**src/rtl/hop_pkg.sv**
```systemverilog
package hop_pkg;
   localparam int NPORT      = 5;
   localparam int PIDX_W     = 3;
   localparam int TYPE_W     = 2;

   localparam int DIR_EJECT  = 0;
   localparam int DIR_EAST   = 1;
   localparam int DIR_WEST   = 2;
   localparam int DIR_NORTH  = 3;
   localparam int DIR_SOUTH  = 4;

   typedef enum logic [PIDX_W-1:0] {
      P_EAST  = 3'd0,
      P_WEST  = 3'd1,
      P_NORTH = 3'd2,
      P_SOUTH = 3'd3,
      P_LOCAL = 3'd4
   } port_e;

   typedef enum logic [TYPE_W-1:0] {
      FT_HEAD   = 2'd0,
      FT_BODY   = 2'd1,
      FT_TAIL   = 2'd2,
      FT_SINGLE = 2'd3
   } ftype_e;
endpackage

```
**src/rtl/hop_dir_decode.sv**
```systemverilog
module hop_dir_decode
   import hop_pkg::*;
#(
   parameter int CODE_W = 3
) (
   input  logic [CODE_W-1:0] code,
   output port_e             port
);
   always_comb begin
      if (code == CODE_W'(DIR_EAST))       port = P_EAST;
      else if (code == CODE_W'(DIR_WEST))  port = P_WEST;
      else if (code == CODE_W'(DIR_NORTH)) port = P_NORTH;
      else if (code == CODE_W'(DIR_SOUTH)) port = P_SOUTH;
      else                                 port = P_LOCAL;
   end
endmodule

```
**src/rtl/hop_route_strip.sv**
```systemverilog
module hop_route_strip #(
   parameter int CODE_W   = 3,
   parameter int MAX_HOPS = 8,
   localparam int ROUTE_W = CODE_W * MAX_HOPS
) (
   input  logic [ROUTE_W-1:0] route_in,
   output logic [ROUTE_W-1:0] route_out
);
   genvar s;
   generate
      for (s = 0; s < MAX_HOPS; s++) begin : g_slot
         localparam int HI = ROUTE_W - 1 - s * CODE_W;
         if (s == MAX_HOPS - 1) begin : g_fill
            assign route_out[HI -: CODE_W] = '0;
         end else begin : g_move
            assign route_out[HI -: CODE_W] = route_in[HI - CODE_W -: CODE_W];
         end
      end
   endgenerate
endmodule

```
**src/rtl/hop_port_lock.sv**
```systemverilog
module hop_port_lock
   import hop_pkg::*;
(
   input  logic   clk,
   input  logic   rst_n,
   input  logic   accept,
   input  ftype_e ftype,
   input  port_e  head_port,
   output logic   locked,
   output port_e  held_port
);
   always_ff @(posedge clk or negedge rst_n) begin
      if (!rst_n) begin
         locked    <= 1'b0;
         held_port <= P_LOCAL;
      end else if (accept) begin
         if (ftype == FT_HEAD) begin
            locked    <= 1'b1;
            held_port <= head_port;
         end else if (ftype == FT_TAIL || ftype == FT_SINGLE) begin
            locked    <= 1'b0;
         end
      end
   end


   head_locks_chk: assert property (@(posedge clk) disable iff (!rst_n)
      accept && ftype == FT_HEAD |=> locked && held_port == $past(head_port));

   close_release_chk: assert property (@(posedge clk) disable iff (!rst_n)
      accept && (ftype == FT_TAIL || ftype == FT_SINGLE) |=> !locked);

   idle_hold_chk: assert property (@(posedge clk) disable iff (!rst_n)
      !accept |=> $stable(locked) && $stable(held_port));
endmodule

```
**src/rtl/hop_src_router.sv**
```systemverilog
module hop_src_router
   import hop_pkg::*;
#(
   parameter int CODE_W    = 3,
   parameter int MAX_HOPS  = 8,
   parameter int PAYLOAD_W = 32,
   localparam int ROUTE_W  = CODE_W * MAX_HOPS,
   localparam int FLIT_W   = TYPE_W + ROUTE_W + PAYLOAD_W
) (
   input  logic                    clk,
   input  logic                    rst_n,
   input  logic                    in_valid,
   output logic                    in_ready,
   input  logic [FLIT_W-1:0]       in_flit,
   output logic [NPORT-1:0]        out_valid,
   input  logic [NPORT-1:0]        out_ready,
   output logic [NPORT*FLIT_W-1:0] out_flit
);
   generate
      if (CODE_W < 3) begin : g_bad_code
         $error("CODE_W must hold five direction codes");
      end
      if (MAX_HOPS < 1) begin : g_bad_hops
         $error("MAX_HOPS must be at least one");
      end
      if (PAYLOAD_W < 1) begin : g_bad_pay
         $error("PAYLOAD_W must be positive");
      end
   endgenerate

   ftype_e               ftype;
   logic [ROUTE_W-1:0]   route_in, route_new;
   logic [PAYLOAD_W-1:0] payload;
   port_e                dec_port, held_port, sel_port;
   logic                 locked, is_hdr, accept;
   logic [FLIT_W-1:0]    fwd_flit;

   assign ftype    = ftype_e'(in_flit[FLIT_W-1 -: TYPE_W]);
   assign route_in = in_flit[PAYLOAD_W +: ROUTE_W];
   assign payload  = in_flit[PAYLOAD_W-1:0];
   assign is_hdr   = (ftype == FT_HEAD) || (ftype == FT_SINGLE);

   hop_dir_decode #(.CODE_W(CODE_W)) u_dec (
      .code (route_in[ROUTE_W-1 -: CODE_W]),
      .port (dec_port)
   );

   hop_route_strip #(.CODE_W(CODE_W), .MAX_HOPS(MAX_HOPS)) u_strip (
      .route_in  (route_in),
      .route_out (route_new)
   );

   hop_port_lock u_lock (
      .clk       (clk),
      .rst_n     (rst_n),
      .accept    (accept),
      .ftype     (ftype),
      .head_port (dec_port),
      .locked    (locked),
      .held_port (held_port)
   );

   always_comb begin
      if (is_hdr)      sel_port = dec_port;
      else if (locked) sel_port = held_port;
      else             sel_port = P_LOCAL;
   end

   assign fwd_flit = is_hdr ? {ftype, route_new, payload} : in_flit;
   assign in_ready = out_ready[sel_port];
   assign accept   = in_valid && in_ready;

   genvar p;
   generate
      for (p = 0; p < NPORT; p++) begin : g_out
         assign out_valid[p] = in_valid && (sel_port == PIDX_W'(p));
         assign out_flit[p*FLIT_W +: FLIT_W] = fwd_flit;
      end
   endgenerate


   one_out_chk: assert property (@(posedge clk) disable iff (!rst_n)
      $onehot0(out_valid));

   no_spurious_chk: assert property (@(posedge clk) disable iff (!rst_n)
      !in_valid |-> out_valid == '0);

   handshake_chk: assert property (@(posedge clk) disable iff (!rst_n)
      accept |-> $onehot(out_valid & out_ready));

   stall_chk: assert property (@(posedge clk) disable iff (!rst_n)
      in_valid && !in_ready |-> (out_valid & out_ready) == '0);
endmodule

```
**config.mk**
```make
export PLATFORM = sky130hd
export DESIGN_NAME = hop_src_router
export DESIGN_NICKNAME = d
export VERILOG_FILES = /design/src/rtl/hop_pkg.sv /design/src/rtl/hop_dir_decode.sv /design/src/rtl/hop_route_strip.sv /design/src/rtl/hop_port_lock.sv /design/src/rtl/hop_src_router.sv
export SDC_FILE = /design/constraint.sdc
export NUM_CORES = 1
export LEC_CHECK = 0
export CAP_MARGIN = 25
export CORE_AREA = 3 3 138 140
export CTS_CLUSTER_SIZE = 10
export DETAILED_ROUTE_END_ITERATION = 6
export DIE_AREA = 0 0 141 143
export MAX_ROUTING_LAYER = met4
export PLACE_DENSITY = 0.61
export RECOVER_POWER = 50
export SYNTH_ARGS = -nofsm -noshare
export SYNTH_HDL_FRONTEND = slang
export SYNTH_SLANG_ARGS = --single-unit
```
**constraint.sdc**
```tcl
create_clock -name clk -period 2.33 [get_ports clk]
set_input_delay 0.466 -clock clk [delete_from_list [all_inputs] [get_ports clk]]
set_output_delay 0.466 -clock clk [all_outputs]
set_load 0.05 [all_outputs]
```
Word-level counts from Yosys, hierarchy flattened --
Index checks and enable logic that the tools add are counted. W data, S select, Z words.
Storage, ports and cells: register bits after elaboration 4, output and inout bits 296, input bits 66
Cells by class: multiplexer cells 11, eq/ne operators 10, magnitude comparators 1, reductions and logical operators 13
Operator list (number):
- $mux W56 | 1
- $mux W3 | 6
- $eq A3 B2 Y1 const B | 4
- $eq A3 B1 Y1 const B | 2
- $eq A3 B3 Y1 const B | 2
- $logic_and A1 B1 Y1 | 6
- $eq A2 B2 Y1 const B | 2
- $lt A3 B4 Y1 const B | 1
- $reduce_and A2 Y1 | 2
- $bmux W1 S3 | 1
- $logic_not A3 Y1 | 1
- $mux W1 | 3
- $logic_not A2 Y1 | 1
- $logic_or A1 B1 Y1 | 2
- $reduce_bool A2 Y1 | 1

Depth between registers and ports, before layout --
Gate-level depths: netlist of the first run.
word-level depth 10, gate-level depth with buffers 10

Modules after synthesis --
Synthesis of the first run repeated with hierarchy kept, for this count alone.
Unflattened totals: cell total of the unflattened synthesis 414, area, all modules 2905.3 um2
By module, submodules not included:
- hop_src_router | cells each 373, instances 1, area each 2509.9 um2, seq. area each 0.0 um2
- hop_route_strip | cells each 25, instances 1, area each 183.9 um2, seq. area each 0.0 um2
- hop_port_lock | cells each 10, instances 1, area each 171.4 um2, seq. area each 101.3 um2
- hop_dir_decode | cells each 6, instances 1, area each 40.0 um2, seq. area each 0.0 um2

Least setup slack after synthesis of the first run --
Ideal clock, no wire load.
path kind input to output, start point input port in_flit[56], end point output port out_valid[3], slack -817 ps, stages 7, data arrival time 2681 ps, cell sequence inv_1 ha_1 buf_2 nor4b_1 a211o_1 nand2_1 nor3b_1
Between the ends: cells in the longest elaborated chain, start to end 5
RTL lines:
- from (decl) | RTL line hop_src_router.sv:14 | input logic [FLIT_W-1:0] in_flit,
- $eq A2 B2 Y1 / $logic_not A2 Y1 (equally long branches) | RTL line hop_src_router.sv:41 | assign is_hdr = (ftype == FT_HEAD) || (ftype == FT_SINGLE);
- $logic_or A1 B1 Y1 * | RTL line hop_src_router.sv:41
- $mux W3 * | RTL line hop_src_router.sv:64 | if (is_hdr) sel_port = dec_port;
- $eq A3 B2 Y1 * | RTL line hop_src_router.sv:76 | assign out_valid[p] = in_valid && (sel_port == PIDX_W'(p));
- $logic_and A1 B1 Y1 * | RTL line hop_src_router.sv:76
- to (decl) | RTL line hop_src_router.sv:15 | output logic [NPORT-1:0] out_valid,
Mark *: on every way between the ends. The rest lies on a longest branch, timed or not.

Final worst setup path of the first run --
start point input port in_flit[57], end point output port in_ready
Between the ends: cells in the longest elaborated chain, start to end 5
RTL lines:
- $eq A2 B2 Y1 / $logic_not A2 Y1 (equally long branches) | RTL line hop_src_router.sv:41
- $logic_or A1 B1 Y1 * | RTL line hop_src_router.sv:41
- $mux W3 * | RTL line hop_src_router.sv:64
- $bmux W1 S3 * | RTL line hop_src_router.sv:70 | assign in_ready = out_ready[sel_port];
- $mux W1 (not written as such) * | RTL line hop_src_router.sv:70
- to (decl) | RTL line hop_src_router.sv:13 | output logic in_ready,
Mark *: on every way between the ends. The rest lies on a longest branch, timed or not. The select of a mux whose other input is x is not followed.

==> metrics.md, run 1 <==
| Metric | Value |
|---|---|
| Clock buffers created by TritonCTS | `3` |
| Pin count of the biggest net entering global routing | `25` |
| Critical path launch point type | `input port` |
| Avg Cell Area, Syn | `7.86 um2` |
| Pwr Total | `roughly 0.0027 W` |
| Worst-Margin Slew | `438 ps` |
| Post-synth ARST share | `1.00` |
| Post-synthesis sequential area ratio | `0.0372` |
| Fin. Hold Viols | `0` |
| CP Class | `in2out` |
| Vias per cell | `approximately 3.1` |
| Syn_nets | `around 420` |
| Initial antenna violation count | `0` |
| Residual DRC | `0` |
| Die height | `143 um` |
| LEAKAGE | `roughly 1.9 nW` |
| Synth area leaders | `buf_4, mux2_2, dfrtp_1, mux2_1, dfstp_2` |
| Critical path peak fanout | `6` |
| Worst-case clock buffer depth | `2` |
| Commonest non-fill, non-tap cell in the layout | `buf_12` |
| Top cell by count, worst path | `buf_6` |
| Worst Hold Class | `in2async` |
| Die W | `around 140 um` |
| Run status | `finished, violations left` |
| Port Buffer Count | `around 170` |
| Total wire length | `between 7 and 8 mm` |
| Root buf cell | `clkbuf_16` |
| Vias in the first global route | `between 1,500 and 2,000` |
| Register area | `101 um2` |
| Number of synthesis warnings | `0` |
| Via Count | `about 1,600` |
| Global placement routability congestion | `slightly above 0.8` |
| Clk_skew | `between 3 and 4 ps` |
| Worst hold slack | `521 ps` |
| Grt ovf | `0` |
| Drt wl/cell | `15.3 um` |
| Slowest stage delay, CP | `roughly 360 ps` |
| Flops & latches, synth | `4` |
| Detailed Place HPWL | `approximately 6.7 mm` |
| Maximum vdd drop | `0.294 mV` |
| Power Density | `between 600 and 700 nW/um2` |
| Crit share post-route | `1.06` |
| Post-route ant nets | `0` |
| Worst Slack Setup Final | `-129 ps` |
| Crit. End Element | `output pin` |
| Slowest CP cell | `a311o_1` |
| # hold bufs at CTS | `0` |
| Top FF cell, synth | `dfrtp_1` |
| Die area | `20,200 um2` |
| Pre-antenna DRT Iters | `2` |
| Fillers | `1,866` |
| Dominant cell type by area after synthesis | `buf_4` |
| Initial Util | `0.152` |
| Critical Path RT | `roughly 1900 ps` |
| EDFF count, synth | `0` |
| Core area | `roughly 18,000 um2` |
| RSZ-0062 raised after global routing | `true` |
| H-tree levels | `1` |
| CTS tree | `yes` |
| Most frequent cells in the layout | `buf_12, buf_4, clkdlybuf4s50_1` |
| Cell count after synthesis | `~350` |
| Nets | `approximately 350` |
| Max Transition Viols Final | `0` |
| Row Count | `49` |
| Synthesized area | `2730 um2` |
| Clk Latency, worst-skew pair | `~230 ps` |
| Clock tree sinks | `4` |
| Area of the multi-input gates | `about 810 um2` |
| Io pins | `between 300 and 400` |
| Post-synth top area share | `0.735` |
| First-pass GRT wire length | `roughly 10 mm` |
| Final setup violation count | `5` |
| Failing checks | `setup timing` |
| First DRT Iteration DRCs | `14` |
| Worst-path cell chain | `buf_12, inv_12, ha_4, buf_6, inv_2, a311o_1, o311ai_4, o32ai_4, buf_6` |
| Min Tclk post-route | `2460 ps` |
| Fmax | `roughly 0.41 GHz` |
| Clock Pin Slew Worst Setup and Hold Paths | `approximately 30 ps` |
| Netlist cell types | `36` |
| Slew HR | `0.704` |
| R2R setup slack | `about 280 ps` |
| Global Route Usage Sum | `0.0691` |
| WP data arrival | `approximately 2000 ps` |
| Total of max-cap violations | `0` |
| Area Growth Syn to Fin | `60.9%` |
| Share of cells above drive strength 1 | `0.797` |
==> registers in the layout, summed over array words and instances, names as in the netlist <==
name,count
u_lock.locked,1
u_lock.held_port,3
==> where the power goes <==
part	switching, W	internal, W
clock network	0.0000526	0.000226
logic	0.00126	0.00104
registers	0.0000233	0.000105
total	0.00133	0.00137
==> cell families after synthesis <==
kind of cell / count (synthesis) / share of synthesized area
muxes: 25 / 0.103
and+or+nand+nor: 27 / 0.0578
DFF: 4 / 0.0372
AOI/OAI and AO/OA: 10 / 0.0339
adders and majority gates: 2 / 0.00917
buffers and inverters: 277 / 0.752
xor gates and xnor gates: 2 / 0.00642
==> area by class of cell <==
type,count,area share
Clock buffer,4,0.0180
Antenna cell,1,0.000570
Inverter,5,0.00713
Multi-Input combinational cell,66,0.185
Timing Repair Buffer,197,0.701
Sequential cell,4,0.0231
Tap cell,229,0.0653
==> timing repair <==
item,CTS,global route
pin swaps,11,7
setup endpoints to repair,130,77
gates resized for setup,52,5
buffers inserted,9,1
==> per-stage QoR <==
| stage | util | cell area (um2) | cells | TNS [ps] | setup slack, ps |
|---|---|---|---|---|---|
| 6_report | 0.244 | 4390 | 506 | -438 | -129 |
| 3_5_place_dp | 0.231 | 4140 | 494 | -73540 | -815 |
| 5_1_grt | 0.244 | 4390 | 505 | -1630 | -180 |
| 3_3_place_gp | 0.231 | 4140 | 494 | -69950 | -764 |
| 4_1_cts | 0.243 | 4370 | 505 | -374 | -129 |
| 2_1_floorplan | - | 2910 | 347 | -1520 | -208 |
==> worst max-delay path, delay by kind of cell <==
| family | cells | cell delay, ps |
|---|---|---|
| AOI/OAI and AO/OA | 3 | 780 |
| buffers and inverters | 5 | 440 |
| adders and majority gates | 1 | 300 |
==> final timing paths <==
| kind | cells past startpoint | start | end |
|---|---|---|---|
| worst max-delay path | 9 | in_flit[57] | in_ready |
| max in group asynchronous | 1 | rst_n | u_lock.held_port[2] |
| worst min-delay path | 1 | rst_n | u_lock.locked |
| worst max register to register | 6 | u_lock.held_port[2] | u_lock.locked |
| min in group clk | 1 | u_lock.held_port[1] | u_lock.held_port[1] |
| worst min register to register | 1 | u_lock.held_port[1] | u_lock.held_port[1] |
==> routing by layer <==
metal | global-route usage | up-vias | routed length, um
met3 | 0.0335 | 44 | 1050
li1 | - | 686 | -
met4 | 0.0367 | 0 | 339
met1 | 0.0654 | 703 | 2520
met2 | 0.116 | 156 | 3840
met5 | - | - | 0
==> cells in the mapped netlist (2+ instances only) <==
library cell / n
dfrtp_1: 3
nor3b_1: 2
mux2_1: 4
nand2_1: 4
mux2_2: 21
buf_1: 2
and2_1: 3
ha_1: 2
buf_2: 2
buf_4: 267
inv_1: 5
nor2b_1: 2
nor2_1: 6
xnor2_1: 2
(Power assumes the default switching activity.)
==> inputs of run 2 (changes only) <==
- CAP_MARGIN: 25 -> 20
- SLEW_MARGIN: default -> 15
==> results of run 2 <==
Final layout, timing and power as in run 1 (identical DEF).
